===== src/rtl/dacif_pkg.sv =====
package dacif_pkg;

    localparam int FRAME_BITS = 16;
    localparam int MODE_MSB   = 15;
    localparam int DATA_MSB   = 13;

    typedef enum logic [1:0] {
        PD_NONE = 2'b00,
        PD_1K   = 2'b01,
        PD_100K = 2'b10,
        PD_HIZ  = 2'b11
    } pd_mode_e;

    typedef enum logic [1:0] {
        ST_IDLE,
        ST_SHIFT,
        ST_DONE
    } rx_state_e;

    typedef struct packed {
        logic fsel_fall;
        logic fsel_rise;
        logic clk_fall;
        logic data;
    } line_ev_t;

    typedef struct packed {
        logic normal;
        logic pd_1k;
        logic pd_100k;
        logic hiz;
    } mode_ind_t;

    function automatic mode_ind_t decode_mode(input pd_mode_e m);
        mode_ind_t r;
        r = '0;
        case (m)
            PD_NONE: r.normal  = 1'b1;
            PD_1K:   r.pd_1k   = 1'b1;
            PD_100K: r.pd_100k = 1'b1;
            default: r.hiz     = 1'b1;
        endcase
        return r;
    endfunction

endpackage


===== src/rtl/dacif_sync.sv =====
module dacif_sync #(
    parameter int STAGES = 2,
    parameter int W      = 3,
    parameter logic [W-1:0] RST_VAL = '0
) (
    input  logic         clk,
    input  logic         rst,
    input  logic [W-1:0] din,
    output logic [W-1:0] dout
);
    logic [W-1:0] pipe [STAGES];

    for (genvar g = 0; g < STAGES; g++) begin : g_stage
        if (g == 0) begin : g_first
            always_ff @(posedge clk) begin
                if (rst) pipe[g] <= RST_VAL;
                else     pipe[g] <= din;
            end
        end else begin : g_next
            always_ff @(posedge clk) begin
                if (rst) pipe[g] <= RST_VAL;
                else     pipe[g] <= pipe[g-1];
            end
        end
    end

    assign dout = pipe[STAGES-1];
endmodule


===== src/rtl/dacif_edge.sv =====
module dacif_edge
    import dacif_pkg::*;
(
    input  logic     clk,
    input  logic     rst,
    input  logic     fsel_s,
    input  logic     sclk_s,
    input  logic     sdin_s,
    output line_ev_t ev
);
    logic fsel_d;
    logic sclk_d;

    always_ff @(posedge clk) begin
        if (rst) begin
            fsel_d <= 1'b1;
            sclk_d <= 1'b0;
        end else begin
            fsel_d <= fsel_s;
            sclk_d <= sclk_s;
        end
    end

    always_comb begin
        ev.fsel_fall = fsel_d & ~fsel_s;
        ev.fsel_rise = ~fsel_d & fsel_s;
        ev.clk_fall  = sclk_d & ~sclk_s;
        ev.data      = sdin_s;
    end
endmodule


===== src/rtl/dacif_shifter.sv =====
module dacif_shifter
    import dacif_pkg::*;
#(
    parameter int RES = 12,
    localparam int KEEP  = 2 + RES,
    localparam int CNT_W = $clog2(FRAME_BITS)
) (
    input  logic            clk,
    input  logic            rst,
    input  line_ev_t        ev,
    output logic            frame_ok,
    output logic [KEEP-1:0] frame_top
);
    localparam logic [CNT_W-1:0] LAST = CNT_W'(FRAME_BITS - 1);

    rx_state_e               state;
    logic [CNT_W-1:0]        cnt;
    logic [FRAME_BITS-1:0]   sreg;

    always_ff @(posedge clk) begin
        if (rst) begin
            state    <= ST_IDLE;
            cnt      <= '0;
            sreg     <= '0;
            frame_ok <= 1'b0;
        end else begin
            frame_ok <= 1'b0;
            case (state)
                ST_IDLE: begin
                    if (ev.fsel_fall) begin
                        state <= ST_SHIFT;
                        cnt   <= '0;
                        sreg  <= '0;
                    end
                end
                ST_SHIFT: begin
                    if (ev.fsel_rise) begin
                        state <= ST_IDLE;
                        cnt   <= '0;
                        sreg  <= '0;
                    end else if (ev.clk_fall) begin
                        sreg <= {sreg[FRAME_BITS-2:0], ev.data};
                        if (cnt == LAST) begin
                            state    <= ST_DONE;
                            cnt      <= '0;
                            frame_ok <= 1'b1;
                        end else begin
                            cnt <= cnt + 1'b1;
                        end
                    end
                end
                ST_DONE: begin
                    if (ev.fsel_rise) state <= ST_IDLE;
                end
                default: state <= ST_IDLE;
            endcase
        end
    end

    assign frame_top = sreg[MODE_MSB -: KEEP];

    // a frame-select rise mid-frame discards the frame
    p_abort_r5: assert property (@(posedge clk) disable iff (rst)
        (state == ST_SHIFT && ev.fsel_rise) |=> (state == ST_IDLE && !frame_ok));

    // once executed, no further execution until frame-select returns high
    p_done_quiet_r6: assert property (@(posedge clk) disable iff (rst)
        (state == ST_DONE) |=> !frame_ok);

    // an idle receiver opens a frame only on a frame-select fall
    p_idle_hold_r6: assert property (@(posedge clk) disable iff (rst)
        (state == ST_IDLE && !ev.fsel_fall) |=> (state == ST_IDLE));

    // execution follows a clock fall taken while shifting
    p_exec_on_fall_r2: assert property (@(posedge clk) disable iff (rst)
        $rose(frame_ok) |-> ($past(state) == ST_SHIFT && $past(ev.clk_fall)));
endmodule


===== src/rtl/dacif_regs.sv =====
module dacif_regs
    import dacif_pkg::*;
#(
    parameter int RES = 12,
    localparam int KEEP = 2 + RES
) (
    input  logic            clk,
    input  logic            rst,
    input  logic            load,
    input  logic [KEEP-1:0] frame_top,
    output logic [RES-1:0]  code,
    output mode_ind_t       ind,
    output logic            stb
);
    pd_mode_e mode_q;

    initial begin
        a_res_legal_r4: assert (RES == 8 || RES == 10 || RES == 12);
    end

    always_ff @(posedge clk) begin
        if (rst) begin
            code   <= '0;
            mode_q <= PD_NONE;
            stb    <= 1'b0;
        end else begin
            stb <= load;
            if (load) begin
                mode_q <= pd_mode_e'(frame_top[KEEP-1 -: 2]);
                code   <= frame_top[RES-1:0];
            end
        end
    end

    assign ind = decode_mode(mode_q);

    // registers move only with a load
    p_hold_r7: assert property (@(posedge clk) disable iff (rst)
        !load |=> ($stable(code) && $stable(mode_q)));

    // strobe is a single cycle
    p_stb_single_r7: assert property (@(posedge clk) disable iff (rst)
        stb |=> !stb);

    // exactly one mode indication
    p_onehot_r3: assert property (@(posedge clk) disable iff (rst)
        $countones(ind) == 1);
endmodule


===== src/rtl/dac_serial_rx.sv =====
module dac_serial_rx
    import dacif_pkg::*;
#(
    parameter int RES         = 12,
    parameter int SYNC_STAGES = 2
) (
    input  logic           clk,
    input  logic           rst,
    input  logic           fsel_n,
    input  logic           sclk,
    input  logic           sdin,
    output logic [RES-1:0] dac_code,
    output logic           out_normal,
    output logic           out_pd_1k,
    output logic           out_pd_100k,
    output logic           out_hiz,
    output logic           update_stb
);
    localparam int KEEP = 2 + RES;

    logic [2:0]      lines_s;
    line_ev_t        ev;
    logic            frame_ok;
    logic [KEEP-1:0] frame_top;
    mode_ind_t       ind;

    dacif_sync #(.STAGES(SYNC_STAGES), .W(3), .RST_VAL(3'b100)) u_sync (
        .clk  (clk),
        .rst  (rst),
        .din  ({fsel_n, sclk, sdin}),
        .dout (lines_s)
    );

    dacif_edge u_edge (
        .clk    (clk),
        .rst    (rst),
        .fsel_s (lines_s[2]),
        .sclk_s (lines_s[1]),
        .sdin_s (lines_s[0]),
        .ev     (ev)
    );

    dacif_shifter #(.RES(RES)) u_shift (
        .clk       (clk),
        .rst       (rst),
        .ev        (ev),
        .frame_ok  (frame_ok),
        .frame_top (frame_top)
    );

    dacif_regs #(.RES(RES)) u_regs (
        .clk       (clk),
        .rst       (rst),
        .load      (frame_ok),
        .frame_top (frame_top),
        .code      (dac_code),
        .ind       (ind),
        .stb       (update_stb)
    );

    assign out_normal  = ind.normal;
    assign out_pd_1k   = ind.pd_1k;
    assign out_pd_100k = ind.pd_100k;
    assign out_hiz     = ind.hiz;

    // state just after reset
    p_reset_state_r1: assert property (@(posedge clk) disable iff (rst)
        $past(rst) |-> (dac_code == '0 && out_normal && !update_stb));

    // any code change is accompanied by the strobe
    p_change_stb_r7: assert property (@(posedge clk) disable iff (rst)
        !$stable(dac_code) |-> update_stb);
endmodule


===== config.mk =====
export PLATFORM = sky130hd
export DESIGN_NAME = dac_serial_rx
export DESIGN_NICKNAME = d
export VERILOG_FILES = /design/src/rtl/dacif_pkg.sv /design/src/rtl/dacif_sync.sv /design/src/rtl/dacif_edge.sv /design/src/rtl/dacif_shifter.sv /design/src/rtl/dacif_regs.sv /design/src/rtl/dac_serial_rx.sv
export SDC_FILE = /design/constraint.sdc
export NUM_CORES = 1
export LEC_CHECK = 0
export ABC_AREA = 1
export BUFFER_PORTS_ARGS = -buffer_cell sky130_fd_sc_hd__buf_2
export CORE_MARGIN = 5
export CORE_UTILIZATION = 40
export CTS_BUF_LIST = sky130_fd_sc_hd__clkbuf_4 sky130_fd_sc_hd__clkbuf_8
export CTS_CLUSTER_SIZE = 24
export DETAILED_ROUTE_END_ITERATION = 7
export PLACE_DENSITY_LB_ADDON = 0.3
export SYNTH_ARGS = -nofsm -noshare
export SYNTH_HDL_FRONTEND = slang
export SYNTH_SLANG_ARGS = --single-unit

===== constraint.sdc =====
create_clock -name clk -period 2.6 [get_ports clk]
set_input_delay 0.39 -clock clk [delete_from_list [all_inputs] [get_ports clk]]
set_output_delay 0.39 -clock clk [all_outputs]
set_load 0.02 [all_outputs]

* After elaboration in Yosys (flattened, before gate mapping)
Memory sizes are Yosys's and may differ from the RTL's. Cells that the tools add are included.
Storage, ports and cells: register bits after elaboration 40, RAM bits 6, bits of input ports 5, output and inout port bits 17, word-level logic and storage cells 62, memories kept 1
Operators by class: add/sub/neg operators 1, eq/ne operators 9, muxes and demuxes 25, bitwise logic cells 10, reductions and logical operators 7
Memory list:
- u_sync.pipe | words 2, width 3, read ports 2, clocked after memory_dff 0, write ports 2, RTL line dacif_sync.sv:11 | logic [W-1:0] pipe [STAGES];
Operators by type and width (count):
- 16-bit 2-to-1 mux | 3
- 16-bit case mux with 2 select lines | 1
- 4-bit 2-to-1 mux | 4
- 2-bit 2-to-1 mux | 5
- 1-bit 2-to-1 mux | 8
- 4-bit case mux with 2 select lines | 1
- 3-bit 2-to-1 mux | 2
- 2-bit case mux with 3 select lines | 1
- 1-bit inverter | 5
- 4-bit by 1-bit adder with 4-bit output (second input constant) | 1
- 2-bit by 1-bit equality test with 1-bit output (second input constant) | 2
- 2-bit equality test (second input constant) | 2
- 4-bit equality test (second input constant) | 1
- 2-bit logical NOT | 2
- 2-bit inequality test (second input constant) | 2
- 4-bit AND reduction | 1
- 4-bit OR reduction | 1
- 1-bit bitwise AND | 3
- 3-bit by 2-bit inequality test with 1-bit output (second input constant) | 1
- 3-bit inequality test (second input constant) | 1
- 3-bit AND reduction | 1
- 3-bit OR reduction | 1
- 1-bit OR | 2
- 2-bit nonzero test | 1

* Logic depth before layout (Yosys ltp)
Gate-level depths: netlist of run 1.
depth after elaboration 5, gate-level depth with buffers 11, mapped depth without buffers 10

* Modules after synthesis
Synthesis of run 1 repeated with hierarchy kept, for this count alone.
Second synthesis, totals: cell total of the unflattened synthesis 294, area total of the unflattened synthesis 2020.7 µm²
By module, submodules not included:
- dacif_shifter | times used 1, cells each 163, area each 1134.8 µm², seq. area each 460.4 µm²
- dacif_regs | times used 1, cells each 99, area each 631.9 µm², seq. area each 300.3 µm²
- dacif_sync | times used 1, cells each 19, area each 168.9 µm², seq. area each 120.1 µm²
- dacif_edge | times used 1, cells each 13, area each 85.1 µm², seq. area each 40.0 µm²

* Worst setup path after synthesis of run 1
Ideal clock, no wire load.
path kind register -> register, from register u_shift.cnt[0], to register u_shift.cnt[0], setup time 0.109 ns, data arrival time 1.035 ns, required time 2.491 ns, setup slack 1.456 ns, cell stages (with the launch flop) 11, path buffers 0, period minus slack after synthesis 1.144 ns, path through dfxtp_1 -> ha_1 -> nand2_1 -> nor2_1 -> nand2_1 -> nand2_4 -> nand2_1 -> nand2_1 -> inv_1 -> nand2_1 -> inv_1
On the way: word-level cells in the longest chain between the ends 5, elaborated cells on any way between the ends 6, classes of those cells add/sub: 1; eq/ne: 1; mux: 4
Ends and longest elaborated chain:
- start, declared | RTL line dacif_shifter.sv:17 | logic [CNT_W-1:0] cnt;
- start signal, assigned | RTL line dacif_shifter.sv:48 | cnt <= cnt + 1'b1;
- 4-bit by 1-bit adder with 4-bit output or 4-bit equality test (tied branches) | RTL line dacif_shifter.sv:48, dacif_shifter.sv:43
- 4-bit 2-to-1 mux (*) | RTL line dacif_shifter.sv:43 | if (cnt == LAST) begin
- 4-bit 2-to-1 mux (*) | RTL line dacif_shifter.sv:41 | end else if (ev.clk_fall) begin
- 4-bit 2-to-1 mux (*) | RTL line dacif_shifter.sv:37 | if (ev.fsel_rise) begin
- 4-bit case mux with 2 select lines (*) | RTL line dacif_shifter.sv:28 | case (state)
Mark *: on every way between the ends. The rest lies on a longest branch, timed or not. The select of a mux whose other input is x is not followed. A chain may end at the register's enable or synchronous reset.

* Final worst setup path of run 1
from register u_shift.state[1], to register u_shift.cnt[0]
On the way: word-level cells in the longest chain between the ends 3, elaborated cells on any way between the ends 7, classes of those cells eq/ne: 3; mux: 1; reduce/logical: 3
Ends and longest elaborated chain:
- start, declared | RTL line dacif_shifter.sv:16 | rx_state_e state;
- start signal, assigned | RTL line dacif_shifter.sv:22 | state <= ST_IDLE;
- start signal, assigned | RTL line dacif_shifter.sv:31 | state <= ST_SHIFT;
- start signal, assigned | RTL line dacif_shifter.sv:38 | state <= ST_IDLE;
- 2-bit by 1-bit equality test with 1-bit output or 2-bit logical NOT (tied branches) | RTL line dacif_shifter.sv:28
- 3-bit inequality test (no line), or another cell as far along
- 3-bit AND reduction (no line)
Parallel ways exist; a longest one is shown, timed or not.

==> reports/metrics.cfg, run 1 <==
[sta]
setup_tns_ns=0
fin_crit_ns=1.39
setup_viol=0
rsz0062_at_grt=no
max_slew.worst_pin.slew_ns=0.526
fin_skew_ns=0.0140
finalCritPeriodShare_pct=53.5
clock.fmax_mhz=719
report.final.slew_viol_count=0
hold_violations=0
max_slew_margin_pct=64.9

[routing]
first_pass_iters=4
ant_nets=0
first_iter_violations=120
routed_wl_mm=3.13
vias=1399
via_per_inst=4.81
drc=0
wire_per_inst_um=10.8

[logic_synthesis]
netlist_instances=223
synth.distinct_cells=24
yosysSeqAreaShare_pct=51.2
synth-warning-count=0
syn-num-nets=229
avgSynthCellArea_sq_um=8.07
syn_area_sq_mm=0.00180
synth_area_leaders=dfxtp_1 (51%), nand3_1 (10%), o21ai_0 (7.8%), nor2_1 (5.6%), inv_1 (4.8%)
ys_seq_elements=46
yosysTopAreaCellShare_pct=51.2
yosys.area.top_type=dfxtp_1

[cts]
clkTransAtPathRegs_ns=0.08
cts_buffers=5
clock_latency_ns=0.30
postCtsHoldBufs=0
cts_tree=yes
postCtsSetupRepairBufs=0
cts_root_buffer=clkbuf_8
clock_sinks=46
cts_resized=0
cts_buffer_depth=2
htree_levels=2

[power_and_ir_drop]
p_switching_mw=0.324
seq_power_share_pct=53.4
irDropWorstVdd_mv=0.267
clock_power_share_pct=39.1
internal-power_mw=1.03
power_density_mw_per_mm2=680
power.leakage_nw=0.871
p_comb_share_pct=7.5
p_sw_share_pct=23.9

[worst_setup_path]
cp-end-kind=flip-flop
arrival_ns=1.64
cp_max_fo=20
crit_family=simple AND/OR/NAND/NOR gates
crit_path_frequent_cell=nand2_1
worstPathRequired_ns=2.85
cp.buffers_inverters=3
critPathKind=reg -> reg
reg2reg_from=u_shift.state[1]
cpMaxStageDelayCell=nor2_4
max_stage_delay_ns=0.42
path_cells=inv_2 > nand2_2 > nor2_4 > nand2_4 > nand2_1 > nand2_1 > inv_1 > nand2_1 > inv_1
critPathLaunch=u_shift.state[1]
worstSetupStartpointType=flip-flop

[placed_design]
portBuffers=21
dp.cells=283
hpwl_mm=2.03
globalplace.congestion=0.717
post_dp_cell_area_sq_mm=0.00189

[floorplan]
start_util_pct=41.3
core_sq_mm=0.00435
die_w_um=77.1
row_count=24
dieArea_sq_mm=0.00594
ios=22
fp.dieH_um=77.1

[layout]
stdcell_area_sq_mm=0.00200
area_growth_pct=11.1
seq_area_sq_um=921
filler_cell_count=447
final_common_cell=dfxtp_1
final_cells=291
drive_above_1_share_pct=18.8
multi_input_area_sq_um=689
final_nets=244
most-common-layout-cells=dfxtp_1 (46), nand3_1 (36), o21ai_0 (28)
diodes=0

[global_routing]
grt_overflow_total=0
grt_max_degree=49
grt_pass1_vias=1199
track_usage_pct=11.2
grt_pass1_wl_mm=5.44
grt_antenna_before_repair=0

[worst_hold_path]
hold_path_class=in -> reg
hold_start=fsel_n

[status]
status=finished, final reports clean

[job]
maxCapViolCount=0

-- final timing paths --
kind | end | slack (ns) | cells past startpoint
worst max-delay path | u_shift.cnt[0] | 1.21 | 9
worst min-delay path | u_sync.pipe[0][2] | 0.27 | 2
worst max register to register | u_shift.cnt[0] | 1.21 | 9
worst min register to register | u_sync.pipe[1][0] | 0.40 | 2
-- per-layer routing --
layer | share of wire [%] | global-route usage (%) | up-vias
met5 | 0 | 0 | -
met4 | 2.9 | 6.70 | 0
met3 | 5.0 | 4.22 | 8
met2 | 43 | 15.5 | 25
met1 | 49 | 14.7 | 606
li1 | - | - | 760
-- stage by stage --
step | total power, mW | utilization (%) | setup slack, ns | hold WS (ns)
finish | 1.36 | 45.9 | 1.21 | 0.274
global route | 1.43 | 45.9 | 1.02 | 0.269
detailed placement | 0.844 | 43.3 | 1.19 | 0.393
CTS | 1.38 | 45.9 | 1.20 | 0.260
global placement | 0.844 | 43.3 | 1.19 | 0.392
floorplan | 0.841 | - | 1.46 | 0.388
-- layout make-up --
type | count | share of cell area, %
inverter | 26 | 4.88
multi-input combinational | 137 | 34.5
timing repair buffer | 22 | 5.64
tap | 52 | 3.26
clock buffer | 5 | 3.44
clock inverter | 3 | 2.19
sequential | 46 | 46.1
-- worst reg2reg max path, stage by stage (launching register included) --
cell and delay (ns):
dfxtp_1 0.36, inv_2 0.09, nand2_2 0.10, nor2_4 0.42, nand2_4 0.10, nand2_1 0.08, nand2_1 0.06, inv_1 0.07
nand2_1 0.04, inv_1 0.04
-- sequential cells by signal (all words and copies together), names as in the netlist --
register	cells
u_regs.stb	1
u_shift.sreg	16
u_shift.cnt	4
u_regs.mode_q	2
u_regs.code	12
u_shift.frame_ok	1
u_shift.state	2
u_sync.pipe	6
u_edge.sclk_d	1
u_edge.fsel_d	1
-- power groups by stage --
stage | Sequential (mW) | Clock, mW | Combinational [mW]
3_3_place_gp | 0.742 | 0 | 0.102
4_1_cts | 0.726 | 0.551 | 0.102
5_1_grt | 0.728 | 0.581 | 0.117
3_5_place_dp | 0.742 | 0 | 0.102
6_report | 0.726 | 0.530 | 0.102
2_1_floorplan | 0.740 | 0 | 0.100
-- kinds of logic (layout without fill, tap and decap cells) --
family                     after synthesis  count (layout)  share of synthesized area, %
AOI/OAI and AO/OA                       42              42                          12.0
and+or+nand+nor                         94              94                          25.6
buffers and inverters                   40              56                          10.5
DFF                                     46              46                          51.2
adders and majority gates                1               1                         0.695
-- Yosys cell counts --
cell type  count
buf_2          4
nor2_1        27
inv_1         23
nor2_2         1
buf_4          1
nand3_1       36
clkbuf_1       4
ha_1           1
or2_2          2
buf_6          4
nand4_1        1
nand3_2        1
dfxtp_1       46
inv_2          3
a21oi_1        9
o22ai_1        5
o21ai_0       28
nand2_1       16
nor4_1         1
nand2_2        4
nand3b_1       1
nand2_4        3
nor2_4         1
buf_1          1
Note: power is estimated with default switching activity, not from simulation.
==> run 2, diff against run 1 <==
==> constraint.sdc (replaced) <==
create_clock -name clk -period 1.3 [get_ports clk]
set_input_delay 0.195 -clock clk [delete_from_list [all_inputs] [get_ports clk]]
set_output_delay 0.195 -clock clk [all_outputs]
set_load 0.02 [all_outputs]
==> run 2 against run 1 <==
Effect of this change:
- power is 95% higher
- sequential share of layout area is 2.2 points lower
- via count is 3.3% higher
- critical path type unchanged
- critical endpoint is now u_shift.sreg[15]
- largest power group unchanged
==> reports/metrics.cfg, run 2 (synthesis gave the netlist of run 1 again) <==
[cts]
cts_buffer_depth=2  ; unchanged
cts_root_buffer=clkbuf_8  ; unchanged
clock_sinks=46  ; unchanged
cts_buffers=5  ; unchanged
clkTransAtPathRegs_ns=0.08  ; about the same
postCtsHoldBufs=0  ; unchanged
clock_latency_ns=0.30  ; about the same
htree_levels=2  ; unchanged
cts_tree=yes  ; unchanged

[sta]
setup_tns_ns=0  ; unchanged
max_slew.worst_pin.slew_ns=0.346  ; was 0.526 ns
report.final.slew_viol_count=0  ; unchanged
max_slew_margin_pct=76.9  ; was 64.9%
setup_viol=0  ; unchanged
hold_ws_ns=0.0788  ; was 0.274 ns
fin_skew_ns=0.00902  ; was 0.0140 ns
finalCritPeriodShare_pct=91.5  ; was 53.5%
fin_crit_ns=1.19  ; was 1.39 ns
clock.fmax_mhz=841  ; was 719 MHz
hold_violations=0  ; unchanged

[global_routing]
grt_pass1_vias=1322  ; was 1199
grt_overflow_total=0  ; unchanged
grt_max_degree=49  ; unchanged
grt_antenna_before_repair=0  ; unchanged
grt_pass1_wl_mm=5.51  ; was 5.44 mm
track_usage_pct=11.3  ; was 11.2%

[worst_setup_path]
cp_max_fo=12  ; was 20
worstPathRequired_ns=1.52  ; was 2.85 ns
worstSetupStartpointType=flip-flop  ; unchanged
r2r_cells=7  ; was 9
arrival_ns=1.41  ; was 1.64 ns
crit_end=u_shift.sreg[15]  ; was u_shift.cnt[0]
critPathKind=reg -> reg  ; unchanged
critPathLaunch=u_shift.state[0]  ; was u_shift.state[1]
r2r-end=u_shift.sreg[15]  ; was u_shift.cnt[0]
cp-end-kind=flip-flop  ; unchanged
reg2reg_slack_ns=0.11  ; was 1.21 ns
reg2reg_from=u_shift.state[0]  ; was u_shift.state[1]

[layout]
largest_register=u_shift.sreg  ; unchanged
most-common-layout-cells=dfxtp_1 (42), nand3_1 (36), o21ai_0 (28)  ; was dfxtp_1 (46), nand3_1 (36), o21ai_0 (28)
area_growth_pct=17.6  ; was 11.1%
reg_top3=u_shift.sreg (16), u_regs.code (12), u_sync.pipe (6)  ; unchanged
largest_register_ffs=16  ; unchanged
diodes=0  ; unchanged
final_nets=254  ; was 244
final_util_pct=48.6  ; was 45.9%
final_common_cell=dfxtp_1  ; unchanged
drive_above_1_share_pct=24.5  ; was 18.8%

[worst_hold_path]
hold_path_class=in -> reg  ; unchanged
holdPathStages=2  ; unchanged

[floorplan]
fp.dieH_um=77.1  ; unchanged
die_w_um=77.1  ; unchanged
row_count=24  ; unchanged
dieArea_sq_mm=0.00594  ; unchanged
ios=22  ; unchanged
core_sq_mm=0.00435  ; unchanged
start_util_pct=41.3  ; unchanged

[routing]
vias=1445  ; was 1399
routed_wl_mm=3.21  ; was 3.13 mm
ant_nets=0  ; unchanged
wire_per_inst_um=10.7  ; was 10.8 um
first_iter_violations=84  ; was 120
via_per_inst=4.80  ; was 4.81
first_pass_iters=4  ; unchanged
drc=0  ; unchanged

[power_and_ir_drop]
power.leakage_nw=0.920  ; was 0.871 nW
power_density_mw_per_mm2=1250  ; was 680 mW/mm^2
irDropWorstVdd_mv=0.567  ; was 0.267 mV
clock_power_share_pct=34.8  ; was 39.1%
p_sw_share_pct=24.4  ; was 23.9%
p_switching_mw=0.646  ; was 0.324 mW
seq_power_share_pct=54.8  ; was 53.4%
p_comb_share_pct=10.4  ; was 7.5%
internal-power_mw=2.01  ; was 1.03 mW

[placed_design]
globalplace.congestion=0.711  ; was 0.717
hpwl_mm=2.07  ; was 2.03 mm
portBuffers=21  ; unchanged

[status]
status=finished, final reports clean  ; unchanged

[job]
maxCapViolCount=0  ; unchanged

-- run 2: cell count changes in the layout (fill, tap and decap cells not counted), moves of 2 or more --
cell,delta
buf_4,+8
dfxtp_1,-4
dfxtp_2,+3
buf_12,+2
-- run 2: cell type report --
type                            instances  area [sq um]
Clock buffer                            7          90.1
Clock inverter                          1          8.76
Timing Repair Buffer                   32           213
Fill cell                             446          2240
Inverter                               26          97.6
Tap cell                               52          65.1
Multi-Input combinational cell        137           713
Sequential cell                        46           928
-- run 2: worst min path at each step --
| stage | startpoint | endpoint |
|---|---|---|
| after floorplan | fsel_n | u_sync.pipe[0][2] |
| after global placement | fsel_n | u_sync.pipe[0][2] |
| after detailed placement | fsel_n | u_sync.pipe[0][2] |
| after CTS | fsel_n | u_sync.pipe[0][2] |
| after global routing | fsel_n | u_sync.pipe[0][2] |
| final | fsel_n | u_sync.pipe[0][2] |
-- run 2: critical path, stage by stage (launching register included) --
cell	delay (ns)
dfxtp_1	0.37
inv_1	0.07
nor2_2	0.09
nand3_2	0.14
nand2_8	0.13
buf_4	0.17
nand3_1	0.08
o21ai_0	0.07
-- run 2: through the flow --
| stage | setup WS [ns] | area, sq um | total power [mW] | std cells |
|---|---|---|---|---|
| global placement | 0.0896 | 1960 | 1.72 | 289 |
| finish | 0.110 | 2120 | 2.65 | 301 |
| CTS | 0.0209 | 2050 | 2.66 | 297 |
| floorplan | 0.156 | 1800 | 1.68 | 223 |
| global route | -0.000521 | 2120 | 2.78 | 301 |
| detailed placement | 0.0406 | 1960 | 1.72 | 289 |
-- run 2: power by group through the flow --
stage | clock (mW) | sequential, mW | combinational [mW]
after detailed placement | 0 | 1.48 | 0.241
final | 0.924 | 1.45 | 0.276
after floorplan | 0 | 1.48 | 0.201
after global routing | 1.02 | 1.46 | 0.304
after global placement | 0 | 1.48 | 0.241
after CTS | 0.964 | 1.45 | 0.243
-- run 2: repair_timing --
item | 4_1_cts | 5_1_grt
setup endpoints to repair | 0 | 12
resized for setup | 0 | 9
hold endpoints to repair | 0 | 0
buffers inserted | 0 | 4
-- run 2: metal layers --
metal  wire length, um  vias to the layer above  global-route usage, %  part of all wire [%]
met4                76                        0                   6.19                   2.4
met5                 0                        -                      0                     0
met3               160                        9                   3.75                   5.0
met1              1550                      630                   14.2                    48
li1                  -                      776                      -                     -
met2              1420                       30                   17.1                    44
